**config.mk**
```make
export PLATFORM = sky130hd
export DESIGN_NAME = pid_reloc_check
export DESIGN_NICKNAME = d
export VERILOG_FILES = /design/src/rtl/pid_reloc_check.sv
export SDC_FILE = /design/constraint.sdc
export NUM_CORES = 1
export LEC_CHECK = 0
export BUFFER_PORTS_ARGS = -buffer_cell sky130_fd_sc_hd__buf_2
export CAP_MARGIN = 5
export CELL_PAD_IN_SITES_DETAIL_PLACEMENT = 0
export CELL_PAD_IN_SITES_GLOBAL_PLACEMENT = 1
export CORE_ASPECT_RATIO = 0.5
export CORE_MARGIN = 5
export CORE_UTILIZATION = 23
export DETAILED_ROUTE_END_ITERATION = 8
export PLACE_DENSITY = 0.82
export SLEW_MARGIN = 20
export SYNTH_ARGS = -nofsm -noshare
export SYNTH_HDL_FRONTEND = slang
export SYNTH_SLANG_ARGS = --single-unit
```
**constraint.sdc**
```tcl
create_clock -name clk -period 2.9 [get_ports clk]
set_clock_uncertainty 0.15 [all_clocks]
set_input_delay 0 -clock clk [delete_from_list [all_inputs] [get_ports clk]]
set_output_delay 0 -clock clk [all_outputs]
set_load 0.02 [all_outputs]
```
**src/rtl/pid_reloc_check.sv**
```systemverilog
module pid_reloc_check #(
  parameter int ADDR_W     = 32,
  parameter int PID_BITS   = 7,
  parameter int ALIGN_BIT  = 1,
  parameter int FSR_W      = 11,
  parameter int CODE_W     = 8,
  parameter logic [CODE_W-1:0] ALIGN_CODE = 8'h01
) (
  input  logic              clk,
  input  logic              rst_n,
  input  logic              en,
  input  logic [ADDR_W-1:0] addr_in,
  input  logic              is_store,
  input  logic [ADDR_W-1:0] pid_reg,
  input  logic [ADDR_W-1:0] ctrl_reg,
  output logic [ADDR_W-1:0] addr_out,
  output logic              fault,
  output logic [FSR_W-1:0]  fsr_val,
  output logic              fsr_we,
  output logic [ADDR_W-1:0] far_val,
  output logic              far_we
);

  localparam int LOW_W = ADDR_W - PID_BITS;
  localparam logic [ADDR_W-1:0] TOP_MASK = {{PID_BITS{1'b1}}, {LOW_W{1'b0}}};

  logic [ADDR_W-1:0] base;
  logic              in_low_win;
  logic              do_reloc;
  logic              misalign;
  logic [FSR_W-1:0]  status_nxt;

  assign base       = pid_reg & TOP_MASK;
  assign in_low_win = (addr_in & TOP_MASK) == '0;
  assign do_reloc   = en && in_low_win && (base != '0);
  assign addr_out   = do_reloc ? (addr_in | base) : addr_in;

  assign misalign   = addr_in[1:0] != 2'b00;
  assign fault      = en && ctrl_reg[ALIGN_BIT] && misalign;

  always_comb begin
    status_nxt = '0;
    status_nxt[CODE_W-1:0] = ALIGN_CODE;
    status_nxt[CODE_W]     = is_store;
  end

  always_ff @(posedge clk) begin
    if (!rst_n) begin
      fsr_we  <= 1'b0;
      far_we  <= 1'b0;
      fsr_val <= '0;
      far_val <= '0;
    end else begin
      fsr_we <= fault;
      far_we <= fault;
      if (fault) begin
        fsr_val <= status_nxt;
        far_val <= addr_out;
      end
    end
  end

  a_r1_off_passthru: assert property (@(posedge clk) disable iff (!rst_n)
    !en |-> (addr_out == addr_in) && !fault);

  a_r3_low_bits_kept: assert property (@(posedge clk) disable iff (!rst_n)
    addr_out[LOW_W-1:0] == addr_in[LOW_W-1:0]);

  a_r7_strobe_follows: assert property (@(posedge clk) disable iff (!rst_n)
    fault |=> fsr_we && far_we && (far_val == $past(addr_out)));

  a_r7_no_stray_strobe: assert property (@(posedge clk) disable iff (!rst_n)
    !fault |=> !fsr_we && !far_we);

  a_r8_store_flag: assert property (@(posedge clk) disable iff (!rst_n)
    fault |=> fsr_val[CODE_W] == $past(is_store));

  a_r5_fault_needs_misalign: assert property (@(posedge clk) disable iff (!rst_n)
    fault |-> (addr_in[1:0] != 2'b00) && ctrl_reg[ALIGN_BIT]);

endmodule

```
Word level (Yosys, flattened, before mapping):

Cells that the tools add are included.

* input bits: 100
* output and inout bits: 78
* register bits after elaboration: 35

* bitwise logic cells: 1
* reductions and logical operators: 7
* multiplexer cells: 1

Operators with widths (number)
* $logic_not 32->1: 1
* $mux 32: 1
* $or 32x32->32: 1
* $reduce_bool 32->1: 1
* $logic_and 1x1->1: 4
* $reduce_bool 2->1: 1

Depth between registers and ports, before layout:

Gate-level depths: netlist of the first run.

* depth after elaboration: 4
* gate-level depth with buffers: 5

Least setup slack after synthesis of the first run:

Ideal clock, no wire load.

* path type: input to register
* from: input addr_in[0]
* to: register fsr_val[0]
* path buffers: 1
* setup slack: 1.936 ns
* stages: 4
* setup time: 0.115 ns
* arrival: 0.700 ns
* cell sequence: o211ai_2 -> inv_2 -> buf_2 -> o21a_1

* longest elaborated chain between the ends: 2

RTL lines
* from (decl): RTL line 12 `input logic [ADDR_W-1:0] addr_in,`
* $reduce_bool 2->1: RTL line 38 `assign misalign = addr_in[1:0] != 2'b00;`
* $logic_and 1x1->1: RTL line 39 `assign fault = en && ctrl_reg[ALIGN_BIT] && misalign;`
* named net fault: RTL line 17 `output logic fault,`
* to (signal assigned): RTL line 57 `fsr_val <= status_nxt;`
* to (decl): RTL line 18 `output logic [FSR_W-1:0] fsr_val,`

The timed path passes the listed nets, and every way through them passes these cells.
A chain may end at the register's enable or synchronous reset.

Worst setup path after layout of the first run:

* from: input addr_in[0]
* to: output fault

* longest elaborated chain between the ends: 2

RTL lines (RTL line)
* $reduce_bool 2->1: 38
* $logic_and 1x1->1: 39
* to (decl): 17

Every way passes these cells.

==> out/qor.yml, run 1 <==
run_status:
  status: "completed"
worst_setup_path:
  crit_fanout: 41
  timing.rr.end: "far_val[1]$_SDFFE_PN0P_"
  r2r_cells: 3
  cpMostUsedCell: "buf_2"
  reg2reg_slack_ns: 1.63
  endpoint_kind: "output port"
  required_ns: 2.75
  path_class: "in -> out"
  crit_family: "buffers and inverters"
  crit_slowest_cell: "inv_2"
  r2r-start: "far_val[1]$_SDFFE_PN0P_"
  crit_chain: "dlygate4sd3_1 > buf_2 > o211ai_2 > buf_4 > inv_2 > buf_2"
  path_depth: 6
  crit_end: "fault"
  critPathLaunch: "addr_in[0]"
  path_buf_inv: 5
  cp-start-kind: "primary input"
  slowest_delay_ns: 0.53
  cp.arrival_ns: 1.80
pwr:
  power.density_nw_per_um2: 504
  intPower_uw: 959
  ir_drop_mv: 0.248
  p_switching_uw: 358
  leakage_uw: 0.00126
  clkPwrFrac_pct: 40.9
  swShare_pct: 27.2
  seqPwrFrac_pct: 39.0
  combPwrFrac_pct: 20.1
route:
  wirelength_um: 4990
  drc: 0
  drt-initial-drc-count: 66
  detail-route-antenna-nets: 0
  wl_per_cell_um: 12.1
  drtPass1Iterations: 4
  vias: 1620
  vias_per_cell: 3.93
global_routing:
  grt_start_max_net_pins: 42
  grt_use_total_pct: 11.3
  antenna_found_initial: 0
  overflow: 0
  first_global_vias: 1606
  grt_pass1_wl_um: 8140
synth:
  synth_mux_area_share_pct: 0
  avgSynthCellArea_um2: 8.43
  syn_area_um2: 1620
  synth_top_family_by_area: "buffers and inverters"
  synth_cell_types: 19
  synth_xor_area_share_pct: 0
  netlist_instances: 192
  yosys.area_share.simple_pct: 15.4
  yosys_warnings: 0
  ys_seq_area_share_pct: 43.3
  synth.ff_latch_count: 35
  synth-compound-area-share_pct: 20.3
  synthAdderAreaFrac_pct: 0
place:
  place_ws_ns: 1.32
  place_congestion: 0.818
  port_buffers: 112
  dp_hpwl_um: 3250
finish:
  final_cell_mix: "buf_2, nand2_1, dlygate4sd3_1, dfxtp_1, a21boi_0"
  num_antenna_cells: 0
  multiInputGateArea_um2: 612
  seq_area_um2: 701
  nFillCells: 691
  syn2layout_area_growth_pct: 61.3
  final_core_util_pct: 38.7
  final_common_cell: "buf_2"
  final_nets: 419
  drive_gt1_share_pct: 39.1
die:
  ios: 178
  initial_core_util_pct: 24.0
  die_h_um: 69.3
  die_w_um: 129
  core_um2: 6750
  die-area_um2: 8920
  row_count: 21
clocking:
  cts_buffers: 5
  cts_sinks: 35
  cts_buffer_depth: 2
  cts.htree.levels: 2
  clk_pin_slew_worst_paths_ns: 0.06
  cts-root-buf: "clkbuf_16"
  cts_tree: "built"
  clkLatencyLatePin_ns: 0.27
timing:
  finalMaxSlewViolations: 0
  post-route-period-util_pct: 67.1
  min_period_ns: 1.95
  relSlewSlack_pct: 54.2
  finalHoldViolCount: 0
  tightest_slew_ns: 0.685
  finalSetupViolCount: 0
  timing.setup.tns_ns: 0
  fmax_ghz: 0.514
  rsz0062_at_grt: "false"
  layout_setup_ws_ns: 0.954
  whs_ns: 0.0755
flow_run:
  max_cap_viol_count: 0
hold_path:
  holdPathStages: 2
  worstHoldPathType: "in -> reg"
## cells in the mapped netlist (all sizes together)
library cell / number / area share [%]
dfxtp: 35 / 43
clkbuf: 3 / 0.70
nor4: 1 / 1.3
o21ai: 7 / 2.2
nor4b: 1 / 1.5
a21oi: 7 / 2.2
inv: 8 / 1.9
and2: 1 / 0.39
a21boi: 26 / 12
o211ai: 1 / 0.77
nand3: 2 / 0.62
nand2: 50 / 12
o21a: 1 / 0.46
buf: 41 / 18
a31oi: 7 / 2.7
conb: 1 / 0.23
## final cells by class
cell class / instances / share of cell area [%]
clock inverters: 2 / 0.623
multi-input cells: 113 / 23.4
clock buffers: 6 / 5.32
inverters: 8 / 1.15
flip-flops and latches: 35 / 26.8
repair buffers: 156 / 38.2
well taps: 92 / 4.41
## sequential cells by signal, summed over array words and instances, names as in the netlist
| name | flops |
|---|---|
| far_val | 32 |
| far_we | 1 |
| fsr_val | 2 |
## power groups by stage
stage	logic (uW)	clock network [uW]	registers (uW)
6_report	265	538	514
5_1_grt	286	584	517
4_1_cts	265	556	514
3_5_place_dp	221	0	524
3_3_place_gp	221	0	523
2_1_floorplan	130	0	554
## worst min-delay path by stage
stage / slack, ns / start / to
after floorplan: -0.04 / addr_in[0] / addr_out[0]
after global placement: 0.08 / addr_in[22] / addr_out[22]
after detailed placement: 0.08 / addr_in[5] / addr_out[5]
after CTS: 0.08 / rst_n / fsr_val[0]$_SDFFE_PN0P_
after global routing: 0.11 / rst_n / fsr_val[0]$_SDFFE_PN0P_
final: 0.08 / rst_n / fsr_val[0]$_SDFFE_PN0P_
## timing repair
action                    CTS  global route
resized for setup           0             0
hold buffers               43             0
buffers inserted            0             0
hold endpoints to repair   33             0
## per-stage QoR
step           cell area (um2)  total power (uW)  std cells
2_1_floorplan             1650               684        200
3_3_place_gp              2030               744        361
3_5_place_dp              2030               745        361
4_1_cts                   2610              1330        412
5_1_grt                   2610              1390        412
6_report                  2610              1320        412
## logic make-up after synthesis
kind of cell           after synthesis
other                                1
AO/OA/AOI/OAI                       49
flip-flops                          35
AND/OR/NAND/NOR                     55
buffers and inverters               52
## per-layer routing
metal  vias to the layer above  wire (um)  global-route usage [%]
met3                         8        201                    2.46
met5                         -          0                       0
met2                        34       2880                    22.6
met1                       741       1810                    11.2
met4                         0         99                    4.07
li1                        837          -                       -
Power figures use the tool's default switching activity.
==> run 2: changes to the inputs <==
--- a/config.mk
+++ b/config.mk
@@ -5,15 +5,16 @@
 export SDC_FILE = /design/constraint.sdc
 export NUM_CORES = 1
 export LEC_CHECK = 0
+export ABC_AREA = 1
 export BUFFER_PORTS_ARGS = -buffer_cell sky130_fd_sc_hd__buf_2
 export CAP_MARGIN = 5
 export CELL_PAD_IN_SITES_DETAIL_PLACEMENT = 0
 export CELL_PAD_IN_SITES_GLOBAL_PLACEMENT = 1
 export CORE_ASPECT_RATIO = 0.5
 export CORE_MARGIN = 5
-export CORE_UTILIZATION = 23
+export CORE_UTILIZATION = 19
 export DETAILED_ROUTE_END_ITERATION = 8
-export PLACE_DENSITY = 0.82
+export PLACE_DENSITY = 0.73
 export SLEW_MARGIN = 20
 export SYNTH_ARGS = -nofsm -noshare
 export SYNTH_HDL_FRONTEND = slang
==> constraint.sdc (replaced) <==
create_clock -name clk -period 1.69 [get_ports clk]
set_clock_uncertainty 0.15 [all_clocks]
set_input_delay 0 -clock clk [delete_from_list [all_inputs] [get_ports clk]]
set_output_delay 0 -clock clk [all_outputs]
set_load 0.02 [all_outputs]
==> run 2 against run 1 <==
Global-route usage down 1.2 points. Non-clock buffer count unchanged. Synthesized cell count up 22%. Sequential power up 75%. Worst hold slack worse by 0.050 ns. Clock-buffer cell count unchanged. Via count up 9.6%. Design area up 4.3%. Die area up 22%. Critical path type unchanged. Highest routed layer unchanged.
==> out/qor.yml, run 2 <==
place:
  dp_hpwl_um: 3850  # +19%
  dp_cells: 430  # +19%
  post_dp_cell_area_um2: 2130  # +5.0%
  place_congestion: 0.677  # -17%
  port_buffers: 112  # unchanged
global_routing:
  busiest_layer: "met2"
  grt_start_max_net_pins: 25  # -40%
  grt_pass1_wl_um: 8860  # +8.9%
  first_global_vias: 1835  # +14%
  grt_use_total_pct: 10.1  # -1.2 points
  grt_util_met1_pct: 11.1  # -0.025 points
  use_met3_pct: 2.82  # +0.36 points
  antenna_found_initial: 0  # unchanged
  use_met2_pct: 18.8  # -3.8 points
  overflow: 0  # unchanged
finish:
  nFillCells: 954  # +38%
  regMostFlops: "far_val"
  seq_area_um2: 701  # unchanged
  largestRegisters: "far_val x32, fsr_val x2, far_we x1"
  fin_cells: 478  # +16%
  syn2layout_area_growth_pct: 63.1
  final_nets: 460  # +9.8%
  final_cell_mix: "buf_2, nor2_1, dlygate4sd3_1, dfxtp_1, o21ai_0"
  largest_reg_flops: 32  # unchanged
  final_common_cell: "buf_2"
  num_antenna_cells: 0  # unchanged
  multiInputGateArea_um2: 653  # +6.7%
  finalInstanceArea_um2: 2720  # +4.3%
  drive_gt1_share_pct: 38.0  # -1.1 points
die:
  initial_core_util_pct: 19.3  # -4.7 points
  die-area_um2: 10900  # +22%
  die_h_um: 76.3  # +10%
  ios: 178  # unchanged
  core_um2: 8650  # +28%
  die_w_um: 143  # +11%
  row_count: 24  # +14%
timing:
  min_period_ns: 1.61
  post-route-period-util_pct: 95.3
  whs_ns: 0.0258  # -0.0497 ns
  timing.setup.tns_ns: 0  # unchanged
  finalSetupViolCount: 0  # unchanged
  finalMaxSlewViolations: 0  # unchanged
  finalHoldViolCount: 0  # unchanged
  fmax_ghz: 0.621
  rsz0062_at_grt: "false"
pwr:
  clkPwrFrac_pct: 38.8  # -2.1 points
  power.density_nw_per_um2: 847  # +68%
  seqPwrFrac_pct: 39.0  # about the same
  intPower_uw: 1630  # +70%
  total_power_uw: 2310  # +75%
  leakage_uw: 0.00143  # +14%
  ir_drop_mv: 0.324  # +31%
  combPwrFrac_pct: 22.2  # +2.1 points
  p_switching_uw: 675  # +89%
  swShare_pct: 29.3  # +2.1 points
clocking:
  cts.htree.levels: 2  # unchanged
  cts_buffers: 5  # unchanged
  cts_buffer_depth: 2  # unchanged
  cts_sinks: 35  # unchanged
  clkLatencyLatePin_ns: 0.27  # about the same
  clk_pin_slew_worst_paths_ns: 0.06  # about the same
  cts-root-buf: "clkbuf_16"
  cts_tree: "built"
synth:
  yosys_warnings: 0  # unchanged
  avgSynthCellArea_um2: 7.13  # -15%
  synth.ff_latch_count: 35  # unchanged
  synth_ff_type: "dfxtp_1"
  yosys-top-cells-count: "nor2_1, buf_4, dfxtp_1"
  synth_cell_types: 18  # -1
  synth.most_common_cell: "nor2_1"
  synth_top_area_share_pct: 42.0  # -1.3 points
  synth_edf_count: 0  # unchanged
  synth_largest_area_cell: "dfxtp_1"
  async_flop_share_pct: 0  # unchanged
  syn_area_um2: 1670  # +3.1%
  netlist_instances: 234  # +22%
  ys_top_cells_by_area: "dfxtp_1, nor2_1, buf_4"
  ys_seq_area_share_pct: 42.0  # -1.3 points
route:
  vias: 1776  # +9.6%
  detail-route-antenna-nets: 0  # unchanged
  drt-initial-drc-count: 48  # -27%
  drc: 0  # unchanged
  wirelength_um: 5460  # +9.5%
  vias_per_cell: 3.72  # -5.5%
  drtPass1Iterations: 4  # unchanged
  wl_per_cell_um: 11.4  # -5.7%
worst_setup_path:
  crit_fanout: 7  # -83%
  cp-start-kind: "primary input"
  path_class: "in -> out"
  cp.arrival_ns: 1.46  # -0.34 ns
  endpoint_kind: "output port"
  required_ns: 1.54  # -1.21 ns
hold_path:
  worstHoldPathType: "in -> reg"
flow_run:
  max_cap_viol_count: 0  # unchanged
run_status:
  status: "completed"
run 2: cell types whose count changed in the layout (fill, tap and decap cells not counted), moves of 4 or more:
cell           previous run  this run
nand3_2                   0         5
buf_4                     1         8
nand2_1                  50        19
a21boi_1                  8         0
nor2_1                    0        70
buf_2                   112       107
a31oi_1                   7         0
o21ai_0                   7        24
dlygate4sd3_1            43        39
inv_1                     7        16
a21oi_1                   7         2
a21boi_0                 18         0
run 2: worst paths after layout:
check	from	endpoint	slack [ns]	cells past startpoint
max	addr_in[28]	addr_out[31]	0.08	8
min	rst_n	fsr_val[0]$_SDFFE_PN0P_	0.03	3
max reg2reg	far_val[29]$_SDFFE_PN0P_	far_val[29]$_SDFFE_PN0P_	0.86	4
min reg2reg	far_val[1]$_SDFFE_PN0P_	far_val[1]$_SDFFE_PN0P_	0.31	2
run 2: power groups by stage:
| stage | clock (uW) | sequential (uW) | combinational, uW |
|---|---|---|---|
| 2_1_floorplan | 0 | 982 | 245 |
| 3_3_place_gp | 0 | 916 | 435 |
| 3_5_place_dp | 0 | 916 | 438 |
| 4_1_cts | 938 | 899 | 507 |
| 5_1_grt | 964 | 905 | 560 |
| 6_report | 894 | 899 | 512 |
run 2: through the flow:
stage               setup slack [ns]  utilization [%]
global placement               0.342             24.6
global route                 0.00729             31.5
detailed placement             0.355             24.6
CTS                           0.0550             30.7
finish                        0.0795             31.5
floorplan                      0.806                -
run 2: layer usage:
layer / vias up / wire (um)
met1: 809 / 2300
met3: 4 / 256
li1: 927 / -
met4: 0 / 48
met5: - / 0
met2: 36 / 2860
run 2: cell families after synthesis:
group | Yosys count | synth area share, %
flops | 35 | 42.0
other cells | 1 | 0.225
buf+inv | 62 | 23.1
simple gates | 108 | 26.3
compound gates | 28 | 8.40
run 2: worst max-delay path: stages:
cell           delay (ns)
dlygate4sd3_1        0.54
buf_2                0.13
nor2_1               0.12
nand2_2              0.08
nor2_4               0.23
nand2_1              0.07
nand2_1              0.13
buf_4                0.16
run 2: what timing repair did:
action                                 CTS  global route
hold buffers                            39             0
endpoints found under the hold margin   33             0
setup endpoints to repair                0             4
gates resized for setup                  0            16
setup buffers                            0             1
run 2: area by class of cell:
class                      count  area share (%)
timing repair buffer         156            37.4
sequential                    35            25.7
multi-input combinational    145            24.0
tap                          117            5.38
clock buffer                   6            4.73
inverter                      17            2.34
clock inverter                 2           0.460
